### src/rtl/rxst_pkg.sv
package rxst_pkg;
  localparam int TRL_BYTES = 4;
  localparam int PTR_W     = $clog2(TRL_BYTES);
  localparam int LEN_W     = 12;
  localparam int BYTE_W    = 8;
  localparam int HI_W      = LEN_W - BYTE_W;

  typedef struct packed {
    logic ovf;
    logic col;
    logic fram;
    logic fcs;
  } rx_err_t;
endpackage

### src/rtl/rxst_bytecount.sv
module rxst_bytecount #(
  parameter int LEN_W = 12
) (
  input  logic             clk,
  input  logic             rst_n,
  input  logic             byte_vld,
  input  logic             eof,
  output logic [LEN_W-1:0] len_o
);
  localparam logic [LEN_W-1:0] MAXV = {LEN_W{1'b1}};

  logic [LEN_W-1:0] cnt_q, cnt_d, len_inc;
  logic             cnt_en;

  always_comb begin
    len_inc = cnt_q;
    if (byte_vld && cnt_q != MAXV) len_inc = cnt_q + 1'b1;
    cnt_d  = eof ? '0 : len_inc;
    cnt_en = byte_vld | eof;
  end

  always_ff @(posedge clk or negedge rst_n) begin
    if (!rst_n)      cnt_q <= '0;
    else if (cnt_en) cnt_q <= cnt_d;
  end

  assign len_o = len_inc;

  // a full count never wraps to a small value
  p_len_saturates_r9: assert property (@(posedge clk) disable iff (!rst_n)
    ($past(cnt_q) == MAXV && !$past(eof)) |-> cnt_q == MAXV);
endmodule

### src/rtl/rxst_statcnt.sv
module rxst_statcnt #(
  parameter int W = 8
) (
  input  logic         clk,
  input  logic         rst_n,
  input  logic         inc,
  output logic [W-1:0] cnt_o,
  output logic         wrap_o
);
  logic [W-1:0] cnt_q, cnt_d;
  logic         wrap_q, wrap_d;

  always_comb begin
    cnt_d  = cnt_q + 1'b1;
    wrap_d = inc && (cnt_q == {W{1'b1}});
  end

  always_ff @(posedge clk or negedge rst_n) begin
    if (!rst_n) begin
      cnt_q  <= '0;
      wrap_q <= 1'b0;
    end else begin
      if (inc) cnt_q <= cnt_d;
      wrap_q <= wrap_d;
    end
  end

  assign cnt_o  = cnt_q;
  assign wrap_o = wrap_q;

  // the wrap flag is only seen with the counter back at zero
  p_wrap_at_zero_r7: assert property (@(posedge clk) disable iff (!rst_n)
    wrap_o |-> cnt_o == '0);
endmodule

### src/rtl/rxst_seq.sv
module rxst_seq
  import rxst_pkg::*;
(
  input  logic              clk,
  input  logic              rst_n,
  input  logic              eof,
  input  logic [LEN_W-1:0]  len,
  input  rx_err_t           err,
  input  logic [BYTE_W-1:0] runt_cnt,
  input  logic [BYTE_W-1:0] col_cnt,
  input  logic              append_mode,
  input  logic              rd_stb,
  output logic              stat_rdy,
  output logic              tr_vld,
  output logic [BYTE_W-1:0] tr_data,
  output logic [BYTE_W-1:0] rd_data,
  output logic              overrun
);
  localparam logic [PTR_W-1:0] LAST_PTR = PTR_W'(TRL_BYTES - 1);

  logic [BYTE_W-1:0] rec_q [TRL_BYTES];
  logic [BYTE_W-1:0] rec_d [TRL_BYTES];
  logic [PTR_W-1:0]  ptr_q, ptr_d;
  logic              held_q, held_d, ovr_q, ovr_d;
  logic              consume, last, latch;
  logic [BYTE_W-1:0] cur;

  always_comb begin
    consume = held_q && (append_mode || rd_stb);
    last    = consume && (ptr_q == LAST_PTR);
    latch   = eof && (!held_q || last);
    ovr_d   = eof && held_q && !last;

    held_d = held_q;
    ptr_d  = ptr_q;
    if (latch) begin
      held_d = 1'b1;
      ptr_d  = '0;
    end else if (last) begin
      held_d = 1'b0;
      ptr_d  = '0;
    end else if (consume) begin
      ptr_d = ptr_q + 1'b1;
    end

    rec_d[0] = len[BYTE_W-1:0];
    rec_d[1] = {err, len[LEN_W-1:BYTE_W]};
    rec_d[2] = runt_cnt;
    rec_d[3] = col_cnt;
  end

  always_ff @(posedge clk or negedge rst_n) begin
    if (!rst_n) begin
      held_q <= 1'b0;
      ptr_q  <= '0;
      ovr_q  <= 1'b0;
    end else begin
      held_q <= held_d;
      ptr_q  <= ptr_d;
      ovr_q  <= ovr_d;
    end
  end

  for (genvar g = 0; g < TRL_BYTES; g++) begin : g_rec
    always_ff @(posedge clk or negedge rst_n) begin
      if (!rst_n)     rec_q[g] <= '0;
      else if (latch) rec_q[g] <= rec_d[g];
    end
  end

  assign cur      = rec_q[ptr_q];
  assign stat_rdy = held_q;
  assign tr_vld   = held_q && append_mode;
  assign tr_data  = tr_vld ? cur : '0;
  assign rd_data  = (held_q && !append_mode) ? cur : '0;
  assign overrun  = ovr_q;

  // a fresh record always starts at byte 0
  p_start_byte0_r1: assert property (@(posedge clk) disable iff (!rst_n)
    $rose(held_q) |-> ptr_q == '0);

  // an overrun leaves the old record pending
  p_overrun_holds_r8: assert property (@(posedge clk) disable iff (!rst_n)
    overrun |-> stat_rdy);

  // the stream runs without gaps until byte 3 has gone
  p_stream_gapless_r4: assert property (@(posedge clk) disable iff (!rst_n)
    ($past(tr_vld) && $past(append_mode) && append_mode && $past(ptr_q) != LAST_PTR)
      |-> tr_vld);

  // with no strobe in register mode the byte position holds
  p_ptr_holds_r5: assert property (@(posedge clk) disable iff (!rst_n)
    ($past(held_q) && !$past(append_mode) && !$past(rd_stb) && !$past(eof))
      |-> $stable(ptr_q));
endmodule

### src/rtl/rx_status_trailer.sv
module rx_status_trailer
  import rxst_pkg::*;
#(
  parameter int STAT_W = BYTE_W
) (
  input  logic              clk,
  input  logic              rst_n,
  input  logic              byte_vld,
  input  logic              eof,
  input  logic              err_ovf,
  input  logic              err_col,
  input  logic              err_fram,
  input  logic              err_fcs,
  input  logic              runt_evt,
  input  logic              col_evt,
  input  logic              append_mode,
  input  logic              rd_stb,
  output logic              tr_vld,
  output logic [BYTE_W-1:0] tr_data,
  output logic [BYTE_W-1:0] rd_data,
  output logic              stat_rdy,
  output logic              overrun,
  output logic              runt_wrap,
  output logic              col_wrap
);
  logic [LEN_W-1:0]  len;
  logic [STAT_W-1:0] runt_cnt, col_cnt;
  rx_err_t           err;

  assign err = '{ovf: err_ovf, col: err_col, fram: err_fram, fcs: err_fcs};

  rxst_bytecount #(.LEN_W(LEN_W)) u_len (
    .clk(clk), .rst_n(rst_n), .byte_vld(byte_vld), .eof(eof), .len_o(len)
  );

  rxst_statcnt #(.W(STAT_W)) u_runt (
    .clk(clk), .rst_n(rst_n), .inc(runt_evt), .cnt_o(runt_cnt), .wrap_o(runt_wrap)
  );

  rxst_statcnt #(.W(STAT_W)) u_col (
    .clk(clk), .rst_n(rst_n), .inc(col_evt), .cnt_o(col_cnt), .wrap_o(col_wrap)
  );

  rxst_seq u_seq (
    .clk(clk), .rst_n(rst_n), .eof(eof), .len(len), .err(err),
    .runt_cnt(BYTE_W'(runt_cnt)), .col_cnt(BYTE_W'(col_cnt)),
    .append_mode(append_mode), .rd_stb(rd_stb),
    .stat_rdy(stat_rdy), .tr_vld(tr_vld), .tr_data(tr_data),
    .rd_data(rd_data), .overrun(overrun)
  );

  // nothing is offered while no record is held
  p_idle_quiet_r10: assert property (@(posedge clk) disable iff (!rst_n)
    !stat_rdy |-> (!tr_vld && rd_data == '0));
endmodule

### config.mk
export PLATFORM = sky130hd
export DESIGN_NAME = rx_status_trailer
export DESIGN_NICKNAME = d
export VERILOG_FILES = /design/src/rtl/rxst_pkg.sv /design/src/rtl/rxst_bytecount.sv /design/src/rtl/rxst_statcnt.sv /design/src/rtl/rxst_seq.sv /design/src/rtl/rx_status_trailer.sv
export SDC_FILE = /design/constraint.sdc
export NUM_CORES = 1
export LEC_CHECK = 0
export BUFFER_PORTS_ARGS = -buffer_cell sky130_fd_sc_hd__buf_2
export CAP_MARGIN = 20
export CORE_ASPECT_RATIO = 1.4
export CORE_MARGIN = 3
export CORE_UTILIZATION = 53
export DETAILED_ROUTE_END_ITERATION = 7
export PLACE_DENSITY = 0.76
export SKIP_LAST_GASP = 1
export SLEW_MARGIN = 0
export SYNTH_ARGS = -nofsm -noshare
export SYNTH_HDL_FRONTEND = slang
export SYNTH_HIERARCHICAL = 1
export SYNTH_SLANG_ARGS = --single-unit
### constraint.sdc
create_clock -name clk -period 2.05 [get_ports clk]
set_clock_uncertainty 0.1 [all_clocks]
set_input_delay 0.1025 -clock clk [delete_from_list [all_inputs] [get_ports clk]]
set_output_delay 0.1025 -clock clk [all_outputs]
set_load 0.005 [all_outputs]
Yosys cells after proc, flatten, opt, wreduce, memory -nomap -nowiden
Index checks and enable logic that the tools add are counted.
Widths: inputs -> output; s select.

word-level totals
  register bits = 66
  input port bits = 12
  output and inout bits = 21
  word-level logic and storage cells = 52

operators by class
  $add $sub $neg = 4
  order comparisons = 1
  eq/ne operators = 4
  multiplexer cells = 12
  bitwise operators = 2
  reduce and logical (&&, ||, !) cells = 17

operators by type and width
  kind                   count
  $mux 8                 4
  $mux 12                2
  $add 8x1->8 const B    2
  $bmux 8 s2             1
  $eq 8x8->1 const B     2
  $add 12x1->12 const B  1
  $ne 12x12->1 const B   1
  $logic_and 1x1->1      10
  $mux 2                 3
  $ge 3x3->1 const B     1
  $logic_not 1->1        3
  $not 2->3              1
  $reduce_bool 3->1      1
  $add 2x1->2 const B    1
  $eq 2x2->1 const B     1
  $logic_or 1x1->1       2
  $mux 1                 2
  $reduce_bool 2->1      1
  $or 1x1->1             1

Depth between registers and ports, before layout
Gate-level depths: netlist of the first run.

  depth after elaboration = 6
  depth in mapped cells = 6

By module
The synthesis of the first run kept the hierarchy.

by module, submodules not included
  module          times used  cells each  area each (um^2)
  rxst_seq        1           113         1819.2
  rxst_bytecount  1           93          860.8
  rxst_statcnt    2           31          384.1

Worst setup path after synthesis of the first run
Ideal clock, no wire load.

  path type = reg-to-reg
  start point = reg u_len.cnt_q[0]
  end point = reg u_seq/rec_q[31] in the netlist's numbering
  arrival time = 1.523 ns
  required time = 1.825 ns
  slack = 0.302 ns
  stages on the path, launching flop included = 6
  path buffers = 0
  path through = dfrtp_1 ha_1 and4_2 a211oi_2 xor2_1 mux2_4

between the ends
  cells in the longest elaborated chain, start to end = 3
  elaborated cells between the ends (all ways) = 4
  classes of those cells = add/sub: 1; eq/ne: 1; mux: 1; reduce/logical: 1

RTL lines
  what                                                   RTL line                 RTL
  start: declaration                                     rxst_bytecount.sv:12     logic [LEN_W-1:0] cnt_q, cnt_d, len_inc;
  start signal: assignment                               rxst_bytecount.sv:24     else if (cnt_en) cnt_q <= cnt_d;
  branches (longest 2 deep; another with $add 12x1->12)  --
  $mux 12 *                                              rxst_bytecount.sv:17     if (byte_vld && cnt_q != MAXV) len_inc = cnt_q + 1'b1;
  via len[7]                                             rx_status_trailer.sv:26  logic [LEN_W-1:0] len;
  end signal: indexed assignment                         rxst_seq.sv:67           else if (latch) rec_q[g] <= rec_d[g];
  end: declaration                                       rxst_seq.sv:21           logic [BYTE_W-1:0] rec_q [TRL_BYTES];

Mark *: on every way through the listed nets, which the timed path passes.
A chain may end at the register's enable or synchronous reset.

Worst setup path in the final report of the first run
  start point = reg u_seq.ptr_q[0]
  end point = out tr_data[5]

between the ends
  cells in the longest elaborated chain, start to end = 5

RTL lines
  what                                       RTL line                 RTL
  start: declaration                         rxst_seq.sv:23           logic [PTR_W-1:0] ptr_q, ptr_d;
  start signal: assignment                   rxst_seq.sv:59           ptr_q <= ptr_d;
  $not 2->3 (implied by the code)            rxst_seq.sv:71           assign cur = rec_q[ptr_q];
  $bmux 8 s2                                 rxst_seq.sv:71
  $mux 8 (implied by the code) (2 in a row)  rxst_seq.sv:71
  $mux 8                                     rxst_seq.sv:74           assign tr_data = tr_vld ? cur : '0;
  end: declaration                           rx_status_trailer.sv:19  output logic [BYTE_W-1:0] tr_data,

No other way between the ends. The select of a mux whose other input is x is not followed.

==> metrics, run 1 <==
peak supply drop 0.889 mV; GP Congestion 0.912; die area 7520 sq um; Vias 2310; Setup crit end kind output port; fin. max-slew vios 0; NetSw 1.47 mW; Vias per Instance 5.98; Setup Viol. Count Final 0; post-synthesis cell area 3450 sq um; #FFs+latches synth 66; Final Hold Viols 0; antenna viol nets, final 0; WL/cell roughly 18 microns; CP Cell Sequence buf_6, mux4_2, and2_1, buf_2; diode count 0; DRC 0; Max Freq 516 MHz; Pint ~3.5 mW; final period utilization 94.6%; DRT Wirelength around 7000 microns; share of post-route cells with drive strength above 1 36.3%; clock network fraction of total power just under 30%; Clock Pin Slew Worst Setup and Hold Paths 0.08 ns; Seq/Total Area, Yosys 47.9%; Synth Flop Type dfrtp_1; cells after synthesis 268; Sequential Area between 1500 and 2000 sq um; Synth top area share 47.9%; CTS Buf Count 9; crit path kind flip-flop to output port; Post-DP HPWL 4900 microns; worst skew pair latency 0.34 ns; DIE HEIGHT around 100 microns; ranking of synthesized cells by area dfrtp_1 (48%), mux2_4 (13%), mux4_2 (5.2%), and2_1 (3.3%), xnor2_1 (2.3%); top cells by instance count after synthesis dfrtp_1 (66), mux2_4 (30), and2_1 (18), nand3_1 (13), nand2_1 (10); Synth Net Count approximately 280; Worst Path Arrival 1.74 ns; Power Total 4.95 mW; post-synthesis average cell area 12.9 sq um; vias in the first global route about 2400; root buffer cell clkbuf_8; area delta synth->final 16.0%; DRT iter0 DRCs 176; Std-Cell Rows 34; EDFF count, synth 0; TritonRoute pass-1 iters 4; Worst path top cell family by delay multiplexers; initial antenna violation count 0; worst slew pin tran roughly 0.42 ns; setup TNS 0 ns; Worst Hold Class input port to flip-flop; Comb pwr share 29.7%; Rel. slew slack a little under three quarters; library cells used by synthesis 48; area leader, netlist dfrtp_1; I/O pin total 33; gr ovfl total 0; Ys Warns 6; Power Density 1240 nW/um^2; P_leak ~1.8 nW; status finished clean; worst endpoint required time 1.85 ns; Clock Tree Buf Depth 2; final net count 325; largest net degree at the start of global routing 67; final core utilization 64.0%; Die Wd 74.2 microns; core area 6250 sq um; Initial Util a little under three fifths; CTS tree built; Async SR Flop Fraction 100%; Switching Fraction 29.6%; cell with the most instances after synthesis dfrtp_1; startpoint types flip-flop; area of the multi-input gates 1670 sq um; minimum clock period just under 2 ns; IO buf count 32; hold_ws 0.0333 ns; RSZ-0062 raised after global routing false; total global-route track usage 21.0%; H-tree Lvls 3; maximum capacitance violations 0; clock sinks 66; first-pass GRT wire length roughly 12000 microns; register share of total power 40.9%; buffers and inverters on the worst path 2; FILL cells around 470; postcts setup bufs 0; max incr delay on CP between 0.5 and 0.6 ns; slowest CP cell mux4_2; CP max FO 10
==> timing repair <==
action,CTS,global route
hold endpoints to repair,76,0
setup endpoints to repair,0,12
resized for setup,0,2
hold buffers,7,0
==> placed cells by master (no fill, tap or decap), drive strengths merged <==
master	netlist	layout
dfrtp	66	66
buf	11	38
mux2	36	36
and2	18	18
nand3	14	14
nand4	11	11
nand2	10	10
clkbuf	3	9
xnor2	9	9
nor2	9	9
xor2	8	8
a31oi	8	8
mux4	8	8
dlygate4sd3	0	7
a21oi	7	7
nor3	6	6
and3	6	6
a211oi	5	5
bufinv	0	4
inv	4	4
ha	4	4
and4	3	3
o21ai	3	3
or4	2	2
nand2b	2	2
a311oi	2	2
nor2b	2	2
clkinv	0	2
nor4	2	2
o311ai	2	2
clkinvlp	0	1
o2111a	1	1
or2b	1	1
and2b	1	1
o31ai	1	1
a21boi	1	1
a21o	1	1
==> worst register-to-register path, stage by stage, from the launching register on <==
cell and delay, ns:
dfrtp_1 0.43, ha_1 0.28, nand4_2 0.18, o311ai_0 0.43
nand3_1 0.13, mux2_4 0.26
==> state kept, by name (all words and copies together) (netlist names) <==
name / cells
u_col/cnt_o: 8
u_seq/stat_rdy: 1
u_seq/rec_q: 32
u_seq/ptr_q: 2
u_runt/wrap_o: 1
u_runt/cnt_o: 8
u_seq/overrun: 1
u_col/wrap_o: 1
u_len/cnt_q: 12
==> cell type report <==
class | instances | area share, %
Tap cell | 72 | 2.25
Sequential cell | 66 | 41.3
Timing Repair Buffer | 45 | 7.60
Clock inverter | 7 | 3.53
Inverter | 4 | 0.375
Multi-Input combinational cell | 183 | 41.9
Clock buffer | 9 | 3.10
==> routing by layer <==
metal / track usage [%] / part of all wire (%)
met4: 7.39 / 2.1
met2: 35.7 / 54
met1: 26.1 / 41
met3: 4.67 / 3.2
met5: 0 / 0
==> through the flow <==
| step | worst slack, ns | std cells | cell area, sq um |
|---|---|---|---|
| final | 0.111 | 386 | 4000 |
| after global routing | 0.0111 | 386 | 4000 |
| after CTS | 0.0570 | 386 | 4000 |
| after detailed placement | 0.151 | 363 | 3660 |
| after global placement | 0.221 | 363 | 3660 |
| after floorplan | 0.302 | 268 | 3450 |
==> worst paths after layout <==
path / startpoint / end / slack [ns] / depth (start not counted)
worst max-delay path: u_seq/ptr_q[0] / tr_data[5] / 0.11 / 4
worst min-delay path: byte_vld / u_len/cnt_q[1] / 0.03 / 3
worst max register to register: u_len/cnt_q[0] / u_seq/rec_q[24] / 0.13 / 5
worst min register to register: u_runt/cnt_o[6] / u_runt/cnt_o[6] / 0.41 / 1
max in group asynchronous: rst_n / u_seq/rec_q[20] / 1.35 / 3
min in group asynchronous: rst_n / u_len/cnt_q[3] / 0.20 / 3
==> kinds of logic (layout without fill, tap and decap cells) <==
logic type	after synthesis	count (layout)	synth area share, %
xor gates and xnor gates	17	17	4.32
and+or+nand+nor	87	87	15.9
buffers and inverters	19	65	3.56
adders and majority gates	4	4	1.45
DFF	66	66	47.9
AOI/OAI and AO/OA	31	31	6.60
muxes	44	44	20.2
==> power by group through the flow <==
stage	Sequential [mW]	Combinational, mW	Clock (mW)
6_report	2.02	1.47	1.46
5_1_grt	2.08	1.61	1.53
3_5_place_dp	2.04	1.46	0
2_1_floorplan	1.92	1.14	0
3_3_place_gp	2.01	1.41	0
4_1_cts	2.01	1.48	1.47
No activity file was read; power rests on OpenSTA's default activity.
==> inputs of run 2 (changes only) <==
Settings changed: ABC_AREA set to 1, CELL_PAD_IN_SITES_DETAIL_PLACEMENT set to 2, CELL_PAD_IN_SITES_GLOBAL_PLACEMENT set to 2, CORE_UTILIZATION 53 to 35, PLACE_DENSITY 0.76 to 0.83.
==> run 2 against run 1 <==
Design area rose by 4.2%. Highest routed layer unchanged. Sequential power barely moved. Largest power group unchanged. Die area rose by 48%. Power rose by 12%. Global-route usage fell by 0.57 points. Wire length rose by 53%. Clock power rose by 20%. Worst hold slack improved by 0.014 ns.
==> metrics, run 2 <==
startpoint types flip-flop; final net count 507; max FFs per register 32; TritonRoute pass-1 iters 4; area delta synth->final 20.1%; Worst Hold Class input port to flip-flop; largest net degree at the start of global routing 67; post-synthesis average cell area about 7.7 sq um; Max Freq between 500 and 600 MHz; CTS tree built; Worst Path Arrival 2.05 ns; cells after synthesis 450; Setup crit end kind flip-flop; peak supply drop around 0.36 mV; Initial Util 36.3%; diode count 0; Vias 3119; die area 11200 sq um; DRT iter0 DRCs 149; EDFF count, synth 0; Synth top area share 47.6%; DIE HEIGHT 124 microns; worst endpoint required time 2.16 ns; Seq/Total Area, Yosys 47.6%; Rel. slew slack 74.1%; commonest non-fill, non-tap cell in the layout nand2_1; commonest non-fill, non-tap cells in the layout nand2_1 (168), dfrtp_1 (66), nand3_1 (64); Power Density 1330 nW/um^2; worst skew pair latency 0.33 ns; total global-route track usage about a fifth; core area 9560 sq um; DRT Wirelength 10700 microns; worst slew pin tran a little under 0.4 ns; FILL cells 1132; Clock Pin Slew Worst Setup and Hold Paths 0.06 ns; area leader, netlist dfrtp_1; H-tree Lvls 3; clock sinks 66; Layout Cells excl Fill roughly 630; cell with the most instances after synthesis nand2_1; CTS Buf Count 9; slowest CP cell dfrtp_1; Clock Tree Buf Depth 2; minimum clock period 1.94 ns; crit path kind flip-flop to flip-flop; Largest Register u_seq/rec_q; post-synthesis cell area 3470 sq um; Placement Setup Slack 0.179 ns; Async SR Flop Fraction 100%; DRC 0; top cells by instance count after synthesis nand2_1 (168), dfrtp_1 (66), nand3_1 (64), inv_1 (42), nor2_1 (36); Setup Viol. Count Final 0; status finished clean; Std-Cell Rows 42; Synth Net Count 466; Regs by FF count u_seq/rec_q: 32 flops, u_len/cnt_q: 12 flops; area of the multi-input gates 1540 sq um; P_leak 2.23 nW; Post-DP HPWL 7090 microns; vias in the first global route 3504; IO buf count 32; Vias per Instance 4.97; placed insts between 600 and 700; most frequent CP cell nand2_1; library cells used by synthesis 26; #FFs+latches synth 66; CP Cell Sequence ha_1, nand2_1, nor2_4, nand3_4, nand2_4, nand2_1, o21ai_0, inv_1, nand3_1, nand2_1; GP Congestion 0.816; maximum capacitance violations 0; gr ovfl total 0; CP max FO 7; share of post-route cells with drive strength above 1 16.3%; WL/cell approximately 17 microns; ranking of synthesized cells by area dfrtp_1 (48%), nand2_1 (18%), nand3_1 (9.2%), inv_1 (4.5%), nor2_1 (3.9%); initial antenna violation count 0; worst setup margin 0.110 ns; final period utilization around 95%; Final Hold Viols 0; Sequential Area 1650 sq um; Die Wd ~90 microns; fin. max-slew vios 0; I/O pin total 33; antenna viol nets, final 0; Synth Flop Type dfrtp_1; root buffer cell clkbuf_16; first-pass GRT wire length 18100 microns; max incr delay on CP 0.40 ns; Ys Warns 6
==> run 2: changes by cell type after synthesis, sizes merged, moves of 18 or more <==
cell   previous run  this run
and2             18         0
inv               4        44
mux2             36         2
nand2            10       173
nand3            14        67
nor2              9        47
==> run 2: per-layer routing <==
layer / vias up / routed length, microns / global-route usage (%)
li1: 1486 / - / -
met1: 1582 / 4360 / 22.7
met2: 38 / 5940 / 39.4
met3: 13 / 246 / 3.69
met4: 0 / 191 / 6.90
met5: - / 0 / 0
==> run 2: area by class of cell <==
class,count,area share [%]
clock buffer,10,5.49
clock inverter,6,2.52
inverter,44,3.96
multi-input combinational,322,37.0
timing repair buffer,48,7.44
sequential,66,39.6
tap,132,3.96
==> run 2: power breakdown <==
group | internal [mW] | total, mW | switching, mW
clock | 1.18 | 1.75 | 0.572
sequential | 1.68 | 2.05 | 0.370
combinational | 0.617 | 1.75 | 1.13
==> run 2: metrics by stage <==
stage | setup TNS [ns] | hold WS [ns] | cell area [sq um] | power (mW) | util [%]
after detailed placement | 0 | 0.0533 | 3730 | 3.78 | 39.0
after global routing | -0.00442 | 0.0687 | 4170 | 5.97 | 43.6
after global placement | 0 | 0.0536 | 3730 | 3.66 | 39.0
final | 0 | 0.0470 | 4170 | 5.55 | 43.6
after floorplan | 0 | -0.293 | 3470 | 3.18 | -
after CTS | 0 | 0.0450 | 4130 | 5.61 | 43.2
==> run 2: final timing paths <==
check,slack (ns),cells past startpoint,startpoint,to
max in group asynchronous,1.29,3,rst_n,u_runt/cnt_o[6]
min in group asynchronous,0.22,3,rst_n,u_seq/stat_rdy
setup reg to reg,0.11,10,u_len/cnt_q[0],u_seq/rec_q[25]
setup / recovery,0.11,10,u_len/cnt_q[0],u_seq/rec_q[25]
hold reg to reg,0.38,2,u_seq/rec_q[16],u_seq/rec_q[16]
hold / removal,0.05,2,eof,u_len/cnt_q[5]
==> run 2: repair_timing <==
| action | CTS | global route |
|---|---|---|
| endpoints found under the setup margin | 0 | 4 |
| hold buffers | 7 | 0 |
| resized for setup | 0 | 1 |
| buffers inserted | 0 | 3 |
| hold endpoints to repair | 74 | 0 |
==> run 2: kinds of logic (layout without fill, tap and decap cells) <==
family | Yosys count | in the layout | share of synthesized area [%]
buffers and inverters | 63 | 108 | 8.40
muxes | 2 | 2 | 0.649
DFF | 66 | 66 | 47.6
and+or+nand+nor | 299 | 300 | 38.1
xor gates and xnor gates | 10 | 10 | 2.52
AOI/OAI and AO/OA | 6 | 6 | 1.33
adders and majority gates | 4 | 4 | 1.44
==> run 2: worst max-delay path: cells and delay by family, from the launching register on <==
| family | cells | cell delay, ns |
|---|---|---|
| simple gates | 7 | 0.89 |
| fa+ha+maj | 1 | 0.25 |
| flops | 1 | 0.40 |
| compound gates | 1 | 0.12 |
| buf+inv | 1 | 0.07 |
==> inputs of run 3 (changes only) <==
Settings changed: BUFFER_PORTS_ARGS -buffer_cell sky130_fd_sc_hd__buf_2 to -buffer_cell sky130_fd_sc_hd__buf_4.
==> run 3 against run 2 <==
Clock power is 18% lower. Fmax rose by 2.0%. Design area down 0.12%. Highest routed layer unchanged. Flip-flop and latch count stayed put. Global-route usage increased by 0.91 points.
==> metrics, run 3 (same netlist as run 2, synthesis figures left out) <==
fin. max-slew vios 0; GP Congestion roughly 0.80; Setup crit end kind flip-flop; share of post-route cells with drive strength above 1 16.2%; Post-DP HPWL 7050 microns; Pint 3.25 mW; max incr delay on CP 0.40 ns; register share of total power 39.5%; Max Freq between 500 and 600 MHz; Placement Setup Slack 0.229 ns; WL/cell 18.2 microns; Placement Cell Area roughly 3800 sq um; gr ovfl total 0; Rel. slew slack 41.4%; clock network fraction of total power 26.6%; P_leak around 2.2 nW; IO buf count 32; DIE HEIGHT 124 microns; Std-Cell Rows 42; Clock Pin Slew Worst Setup and Hold Paths 0.05 ns; root buffer cell clkbuf_16; CTS tree built; antenna viol nets, final 0; diode count 0; clock sinks 66; Vias per Instance ~5.0; Vias roughly 3200; TritonRoute pass-1 iters 4; Setup Viol. Count Final 0; initial antenna violation count 0; I/O pin total 33; Clock Tree Buf Depth 2; Final Cell Area about 4200 sq um; H-tree Lvls 3; Largest Register u_seq/rec_q; Worst Hold Class input port to flip-flop; largest net degree at the start of global routing 67; minimum clock period about 1.9 ns; worst setup margin 0.148 ns; core area approximately 9600 sq um; most frequent CP cell nand2_1; worst slew pin tran 0.879 ns; NetSw 2.13 mW; DRT Wirelength approximately 11000 microns; max FFs per register 32; startpoint types flip-flop; final core utilization between 40% and 50%; status finished clean; Power Total 5.37 mW; slowest CP cell dfrtp_1; total global-route track usage a little over a fifth; final period utilization between 90 and 100%; CTS Buf Count 9; Final Hold Viols 0; RSZ-0062 raised after global routing true; die area around 11000 sq um; maximum capacitance violations 0; final net count slightly above 500; CP Cell Sequence ha_2, nand2_1, nor2_4, nand3_4, nand2_2, nand2_1, o21ai_0, inv_1, nand3_1, nand2_1; Initial Util ~36%; area delta synth->final 20.0%; Switching Fraction between 30 and 40%; DRT iter0 DRCs 110; first-pass GRT wire length 18600 microns; worst skew pair latency between 0.3 and 0.4 ns; Worst Path Arrival 2.02 ns; Comb pwr share about a third; DRC 0; commonest non-fill, non-tap cells in the layout nand2_1 (168), dfrtp_1 (65), nand3_1 (64); Power Density 1290 nW/um^2; commonest non-fill, non-tap cell in the layout nand2_1; crit path kind flip-flop to flip-flop; Regs by FF count u_seq/rec_q: 32 flops, u_len/cnt_q: 12 flops; peak supply drop 0.383 mV; Die Wd 90.2 microns; CP max FO 12; worst endpoint required time 2.17 ns; vias in the first global route 3556
## run 3: changes by cell type in the layout (fill, tap and decap cells not counted), moves of 2 or more
cell	previous run	this run
buf_2	32	0
buf_4	8	41
bufinv_16	3	0
clkbuf_8	0	2
clkinv_2	3	1
## run 3: metrics by stage
stage	instances	hold slack [ns]	TNS [ns]
final	625	0.0546	0
after detailed placement	600	0.171	0
after global placement	600	0.176	0
after CTS	621	0.0417	0
after global routing	625	0.0678	-0.0376
after floorplan	450	-0.293	0
## run 3: layer usage
layer,share of wire [%],GRT usage [%]
met5,0,0
met4,2.0,8.24
met3,2.6,4.11
met2,54,38.6
met1,41,25.3
## run 3: worst max-delay path: cells and delay by family, from the launching register on
kind | cells | cell delay (ns)
DFF | 1 | 0.40
and+or+nand+nor | 7 | 0.84
buffers and inverters | 1 | 0.09
adders and majority gates | 1 | 0.22
AOI/OAI and AO/OA | 1 | 0.13
## run 3: cell type report
type,count,area (sq um)
Tap cell,132,165
Clock inverter,2,13.8
Timing Repair Buffer,48,378
Clock buffer,12,256
Inverter,44,168
Fill cell,1097,5400
Sequential cell,66,1650
Multi-Input combinational cell,321,1530
## run 3: final timing paths
path	from	cells after the start	to	slack (ns)
min reg2reg	u_seq/rec_q[6]	2	u_seq/rec_q[6]	0.38
max	u_len/cnt_q[0]	10	u_seq/rec_q[25]	0.15
max reg2reg	u_len/cnt_q[0]	10	u_seq/rec_q[25]	0.15
min in group asynchronous	rst_n	2	u_seq/stat_rdy	0.33
min	byte_vld	3	u_len/cnt_q[4]	0.05
max in group asynchronous	rst_n	2	u_seq/ptr_q[0]	0.92
## run 3: what timing repair did
item / 4_1_cts / 5_1_grt
hold endpoints to repair: 74 / 0
hold buffers: 7 / 0
setup endpoints to repair: 0 / 5
resized for setup: 0 / 4
buffers inserted: 0 / 4
## run 3: power groups by stage
stage | sequential (mW) | clock (mW) | combinational [mW]
floorplan | 1.91 | 0 | 1.27
global placement | 2.08 | 0 | 1.65
detailed placement | 2.11 | 0 | 1.75
CTS | 2.11 | 1.46 | 1.84
global route | 2.18 | 1.53 | 2.08
finish | 2.12 | 1.43 | 1.82
